==> src/rtl/aud_irq_pkg.sv <==
// Package: shared constants for the audio event interrupt aggregator.
// Assumes a 6-bit word address split into a 3-bit group and a 3-bit slot.
package aud_irq_pkg;
    localparam int NUM_BANKS = 5;
    localparam int ADDR_W    = 6;

    // Source bank indices; the order is also the summary bit order.
    localparam int BANK_PLAY_FIFO = 0;
    localparam int BANK_PLAY_RING = 1;
    localparam int BANK_CAP_RING  = 2;
    localparam int BANK_PLAY_FREE = 3;
    localparam int BANK_CAP_FULL  = 4;

    // Register slots inside a group.
    localparam logic [2:0] SLOT_STAT     = 3'd0;
    localparam logic [2:0] SLOT_STAT_CLR = 3'd1;
    localparam logic [2:0] SLOT_MASK     = 3'd2;
    localparam logic [2:0] SLOT_MASK_SET = 3'd3;
    localparam logic [2:0] SLOT_MASK_CLR = 3'd4;

    // Groups beyond the source banks.
    localparam logic [2:0] GRP_SUMMARY = 3'd5;
    localparam logic [2:0] GRP_REARM   = 3'd6;
    localparam logic [2:0] SLOT_REARM_PLAY = 3'd0;
    localparam logic [2:0] SLOT_REARM_CAP  = 3'd1;
endpackage

==> src/rtl/aud_irq_bank.sv <==
// Module: one status/mask bank.
// Latches event bits regardless of the mask. Clear is write-one.
// An event in the same cycle as a clear keeps the bit set.
// Masks reset to all ones. pending_o flags any unmasked status bit.
// Assumes set and clear strobes are one-cycle pulses from the bus decoder.
module aud_irq_bank #(
    parameter int W = 4
) (
    input  logic         clk,
    input  logic         rst_n,
    input  logic [W-1:0] evt_i,
    input  logic         clr_stb_i,
    input  logic         mset_stb_i,
    input  logic         mclr_stb_i,
    input  logic [W-1:0] wdata_i,
    output logic [W-1:0] status_o,
    output logic [W-1:0] mask_o,
    output logic         pending_o
);
    logic [W-1:0] clr_bits;

    // Bits cleared this cycle by a status clear write.
    assign clr_bits = clr_stb_i ? wdata_i : '0;

    // Status latch: events override clears.
    always_ff @(posedge clk) begin
        if (!rst_n) status_o <= '0;
        else        status_o <= (status_o & ~clr_bits) | evt_i;
    end

    // Mask register with write-one set and write-one clear.
    always_ff @(posedge clk) begin
        if (!rst_n)          mask_o <= '1;
        else if (mset_stb_i) mask_o <= mask_o | wdata_i;
        else if (mclr_stb_i) mask_o <= mask_o & ~wdata_i;
    end

    // Any unmasked status bit marks the bank as pending.
    assign pending_o = |(status_o & ~mask_o);
endmodule

==> src/rtl/aud_mark_arm.sv <==
// Module: per-port one-shot gate for threshold crossings.
// A crossing passes only while its port is armed and then disarms the port.
// A write-one rearm sets the port armed again from the next cycle.
// Ports reset armed.
module aud_mark_arm #(
    parameter int W = 4
) (
    input  logic         clk,
    input  logic         rst_n,
    input  logic [W-1:0] cross_i,
    input  logic         rearm_stb_i,
    input  logic [W-1:0] wdata_i,
    output logic [W-1:0] fire_o,
    output logic [W-1:0] armed_o
);
    // Arm state: a crossing disarms, a rearm write arms.
    always_ff @(posedge clk) begin
        if (!rst_n) armed_o <= '1;
        else        armed_o <= (armed_o & ~cross_i) | (rearm_stb_i ? wdata_i : '0);
    end

    // Forward crossings of armed ports only.
    assign fire_o = cross_i & armed_o;
endmodule

==> src/rtl/aud_irq_ctrl.sv <==
// Module: two-level audio event interrupt aggregator (top).
// Five source banks feed a summary bank, and the summary drives irq_o.
// Register access uses a word-addressed bus with combinational reads.
// Assumes PLAY_PORTS >= CAP_PORTS and DATA_W >= both port counts and >= 5.
module aud_irq_ctrl
    import aud_irq_pkg::*;
#(
    parameter int PLAY_PORTS = 4,
    parameter int CAP_PORTS  = 3,
    parameter int DATA_W     = 32
) (
    input  logic                  clk,
    input  logic                  rst_n,
    input  logic                  bus_we_i,
    input  logic [ADDR_W-1:0]     bus_addr_i,
    input  logic [DATA_W-1:0]     bus_wdata_i,
    output logic [DATA_W-1:0]     bus_rdata_o,
    input  logic [PLAY_PORTS-1:0] play_fifo_uflow_i,
    input  logic [PLAY_PORTS-1:0] play_ring_uflow_i,
    input  logic [CAP_PORTS-1:0]  cap_ring_oflow_i,
    input  logic [PLAY_PORTS-1:0] play_free_cross_i,
    input  logic [CAP_PORTS-1:0]  cap_full_cross_i,
    output logic                  irq_o
);
    localparam int PW = (PLAY_PORTS > CAP_PORTS) ? PLAY_PORTS : CAP_PORTS;

    logic [2:0]             grp, slot;
    logic [NUM_BANKS:0]     clr_stb, mset_stb, mclr_stb;
    logic                   rearm_play, rearm_cap;
    logic [PLAY_PORTS-1:0]  free_fire, free_armed;
    logic [CAP_PORTS-1:0]   full_fire, full_armed;
    logic [PW-1:0]          bank_evt [NUM_BANKS];
    logic [PW-1:0]          bank_st  [NUM_BANKS];
    logic [PW-1:0]          bank_mk  [NUM_BANKS];
    logic [NUM_BANKS-1:0]   bank_pend;
    logic [NUM_BANKS-1:0]   sum_st, sum_mk;
    logic [NUM_BANKS*PW-1:0] st_flat, mk_flat;

    assign grp  = bus_addr_i[5:3];
    assign slot = bus_addr_i[2:0];

    // Write strobe decode for the bank and summary groups.
    always_comb begin
        for (int g = 0; g <= NUM_BANKS; g++) begin
            clr_stb[g]  = bus_we_i && (grp == 3'(g)) && (slot == SLOT_STAT_CLR);
            mset_stb[g] = bus_we_i && (grp == 3'(g)) && (slot == SLOT_MASK_SET);
            mclr_stb[g] = bus_we_i && (grp == 3'(g)) && (slot == SLOT_MASK_CLR);
        end
    end

    // Rearm strobe decode.
    assign rearm_play = bus_we_i && (grp == GRP_REARM) && (slot == SLOT_REARM_PLAY);
    assign rearm_cap  = bus_we_i && (grp == GRP_REARM) && (slot == SLOT_REARM_CAP);

    aud_mark_arm #(.W(PLAY_PORTS)) u_free_arm (
        .clk, .rst_n,
        .cross_i(play_free_cross_i), .rearm_stb_i(rearm_play),
        .wdata_i(bus_wdata_i[PLAY_PORTS-1:0]),
        .fire_o(free_fire), .armed_o(free_armed)
    );

    aud_mark_arm #(.W(CAP_PORTS)) u_full_arm (
        .clk, .rst_n,
        .cross_i(cap_full_cross_i), .rearm_stb_i(rearm_cap),
        .wdata_i(bus_wdata_i[CAP_PORTS-1:0]),
        .fire_o(full_fire), .armed_o(full_armed)
    );

    // Route each event source into its bank slot.
    always_comb begin
        bank_evt[BANK_PLAY_FIFO] = PW'(play_fifo_uflow_i);
        bank_evt[BANK_PLAY_RING] = PW'(play_ring_uflow_i);
        bank_evt[BANK_CAP_RING]  = PW'(cap_ring_oflow_i);
        bank_evt[BANK_PLAY_FREE] = PW'(free_fire);
        bank_evt[BANK_CAP_FULL]  = PW'(full_fire);
    end

    for (genvar b = 0; b < NUM_BANKS; b++) begin : g_bank
        localparam int BW = (b == BANK_CAP_RING || b == BANK_CAP_FULL) ? CAP_PORTS : PLAY_PORTS;
        logic [BW-1:0] st, mk;
        aud_irq_bank #(.W(BW)) u_bank (
            .clk, .rst_n,
            .evt_i(bank_evt[b][BW-1:0]),
            .clr_stb_i(clr_stb[b]), .mset_stb_i(mset_stb[b]), .mclr_stb_i(mclr_stb[b]),
            .wdata_i(bus_wdata_i[BW-1:0]),
            .status_o(st), .mask_o(mk), .pending_o(bank_pend[b])
        );
        assign bank_st[b] = PW'(st);
        assign bank_mk[b] = PW'(mk);
        assign st_flat[b*PW +: PW] = bank_st[b];
        assign mk_flat[b*PW +: PW] = bank_mk[b];
    end

    // Second level: one summary bit per bank, pending bit drives the interrupt.
    aud_irq_bank #(.W(NUM_BANKS)) u_summary (
        .clk, .rst_n,
        .evt_i(bank_pend),
        .clr_stb_i(clr_stb[NUM_BANKS]), .mset_stb_i(mset_stb[NUM_BANKS]),
        .mclr_stb_i(mclr_stb[NUM_BANKS]),
        .wdata_i(bus_wdata_i[NUM_BANKS-1:0]),
        .status_o(sum_st), .mask_o(sum_mk), .pending_o(irq_o)
    );

    // Combinational read mux; unmapped addresses return zero.
    always_comb begin
        bus_rdata_o = '0;
        for (int g = 0; g < NUM_BANKS; g++) begin
            if (grp == 3'(g)) begin
                if (slot == SLOT_STAT)      bus_rdata_o = DATA_W'(bank_st[g]);
                else if (slot == SLOT_MASK) bus_rdata_o = DATA_W'(bank_mk[g]);
            end
        end
        if (grp == GRP_SUMMARY) begin
            if (slot == SLOT_STAT)      bus_rdata_o = DATA_W'(sum_st);
            else if (slot == SLOT_MASK) bus_rdata_o = DATA_W'(sum_mk);
        end
    end
endmodule

==> config.mk <==
export PLATFORM = sky130hd
export DESIGN_NAME = aud_irq_ctrl
export DESIGN_NICKNAME = d
export VERILOG_FILES = /design/src/rtl/aud_irq_pkg.sv /design/src/rtl/aud_irq_bank.sv /design/src/rtl/aud_mark_arm.sv /design/src/rtl/aud_irq_ctrl.sv
export SDC_FILE = /design/constraint.sdc
export NUM_CORES = 1
export LEC_CHECK = 0
export CORE_MARGIN = 2
export CORE_UTILIZATION = 47
export DETAILED_ROUTE_END_ITERATION = 16
export HOLD_SLACK_MARGIN = 0.12
export MAX_ROUTING_LAYER = met4
export PLACE_DENSITY_LB_ADDON = 0.3
export SLEW_MARGIN = 20
export SYNTH_ARGS = -nofsm -noshare
export SYNTH_HDL_FRONTEND = slang
export SYNTH_SLANG_ARGS = --single-unit
==> constraint.sdc <==
create_clock -name clk -period 2.75 [get_ports clk]
set_input_delay 0.55 -clock clk [delete_from_list [all_inputs] [get_ports clk]]
set_output_delay 0.55 -clock clk [all_outputs]
set_load 0.05 [all_outputs]
==> metrics <==
CTS hold repair buffers=0; Place WS=-0.1631 ns; CP Launch Type=input pin; Final ANT Viol Nets=0; reg2reg path depth=3; placed cell areas=about 3400 sq um; mux cell area share after synthesis=3.188%; main combinational cell family by area after synthesis=compound AO/OA/AOI/OAI gates; crit-path max cell delay=around 0.57 ns; die height=82.61 um; post-synthesis simple-gate area fraction=13.44%; critical-path cell list=clkdlybuf4s50_1 > inv_1 > a311oi_1 > o22ai_1 > a211o_1 > buf_6; Max Transition Viols Final=0; DR vias/cell=around 5.7; most common cell after layout, fill and taps aside=dfxtp_1; initial antenna violation count=0; fillers=549; Final Hold Vio Count=0; initial drt markers=219; remaining global-route overflow=0; sequential element share of the synthesized area=36.54%; Final period util=between 90% and 100%; Slew @ Worst Pin=0.7968 ns; CP Max Fanout=4; CTS Root Cell=clkbuf_8; Initial Util=48.76%; syn_area_per_cell=roughly 8.3 sq um; min cycle time layout=2.672 ns; Num CTS Buffers=5; Synth Area in XOR/XNOR=0%; Top FF cell, synth=dfxtp_1; most frequent cells in the layout=53 x dfxtp_1, 37 x inv_1, 31 x nand2_1, 28 x a21oi_1; share of cells above drive strength 1=12.94%; Peak Freq=approximately 0.37 GHz; crit end category=output port; # setup viols final=0; Total GRT Usage=about a quarter; Synth top area share=between 30% and 40%; crit path kind=input pin to output port; Antenna Cells=0; Placer Congestion=0.9354; Synth Register Bits=53; Layout Nets=452; compound-gate portion of the synthesized area=30.93%; final setup skew=roughly 0.0084 ns; Power Total=~1700 uW; WP data required=between 2 and 2.5 ns; clk_lat worst skew=0.31 ns; HP Class=flop to flop; area occupied by multi-input gates=1528 sq um; EDFF count, synth=0; DR vias=2674; dominant cell type by area after synthesis=dfxtp_1; Clock transition at path regs=0.08 ns; Worst R2R End=u_summary.status_o[4]; DRC=0; drt first pass iters=5; flop-to-flop setup slack=~1.7 ns; num ports=92; slowest CP cell=clkdlybuf4s50_1; fin area=3553 sq um; Yosys Warn Count=0; Post-CTS Setup Bufs=0; Async SR Flop Fraction=0%; port buffer count=37; cell area power density=around 480 nW/um^2; Core ar.=5956 sq um; synthesized area=2904 sq um; post-synthesis adder-cell area fraction=0%; critical path arrival=2.12 ns; max-cap violation count=0; peak supply drop=0.3196 mV; CTS tree=built; deepest clock path buffer count=2; Seq. cell area=1061 sq um; Crit path max-delay family=buffers and inverters; die area=6824 sq um; hold endpoint=g_bank[4].u_bank.status_o[1]; leakage=0.001469 uW; Netlist cell types=46; vias in the first global route=2569; Hold Crit Start=u_full_arm.armed_o[1]; Slew headroom=46.71%; Die Wd=82.61 um; first-pass GRT wire length=12230 um; hold depth=2; area grow syn2layout=22.36%; synth top area cells=dfxtp_1 37%, a221o_1 9.3%, buf_4 7.0%, a21oi_1 4.8%, inv_1 4.8%; WL final=about 7600 um; largest net degree at the start of global routing=39; post-layout worst setup margin=approximately 0.078 ns; DP Wirelength=5525 um; wire length per cell=16.22 um; Mapped Cells=348; worst path bufs/invs=3; CTS HTree Levels=2; Clock Sinks=53; Rows=28; status=finished, final reports clean
final cells by class:
cell class                 count  area share, %
clock buffer                   7          2.430
clock inverter                 1         0.8451
inverter                      37          3.908
multi-input combinational    232          42.99
sequential                    53          29.86
tap                           75          2.641
timing repair buffer          64          17.32
worst max-delay path by stage:
stage	endpoint	start	slack (ns)	cells after the start
4_1_cts	bus_rdata_o[3]	bus_addr_i[3]	0.005	7
3_5_place_dp	bus_rdata_o[0]	bus_addr_i[1]	-0.16	6
3_3_place_gp	bus_rdata_o[1]	bus_addr_i[1]	-0.15	7
5_1_grt	bus_rdata_o[2]	bus_addr_i[5]	-0.003	6
6_report	bus_rdata_o[2]	bus_addr_i[5]	0.08	6
2_1_floorplan	bus_rdata_o[0]	bus_addr_i[3]	0.1	4
kinds of logic after synthesis:
family | count (synthesis)
compound gates | 120
buf+inv | 89
simple gates | 77
flops | 53
mux | 8
other cells | 1
metal layers:
layer,track usage [%],share of wire (%)
met1,28.97,43
met2,42.18,50
met3,3.478,5.4
met4,7.705,1.2
met5,-,0
synth_stat cells, drive strengths merged (4+ instances only):
library cell / instances
dfxtp: 53
a211o: 5
mux2i: 7
nand2: 31
nor2: 15
clkbuf: 18
buf: 34
o22ai: 16
o21a: 11
o21ai: 10
inv: 37
nor2b: 6
a221o: 27
o31a: 4
a21oi: 28
power breakdown:
group	leakage, uW	total (uW)	internal, uW	switching, uW
logic	0.000974	346	127	219
clock network	0.0000585	558	297	261
registers	0.000436	817	798	19.1
stage by stage:
stage | utilization (%) | hold slack, ns | setup TNS (ns) | instances
final | 59.66 | 0.4621 | 0 | 469
after global routing | 59.66 | 0.4801 | -0.002818 | 469
after global placement | 56.66 | 0.4456 | -0.5605 | 461
after CTS | 59.47 | 0.4635 | 0 | 469
after detailed placement | 56.66 | 0.4489 | -0.7072 | 461
after floorplan | - | 0.4321 | 0 | 374
worst reg2reg max path, cell delays in order (launching register included):
cell and delay (ns):
dfxtp_1 0.38, inv_1 0.06, a222oi_1 0.39, a21oi_1 0.11
timing repair:
action | in CTS | in global routing
gates resized for setup | 15 | 3
setup endpoints to repair | 4 | 4
pin swaps | 7 | 0
(Power assumes the default switching activity.)
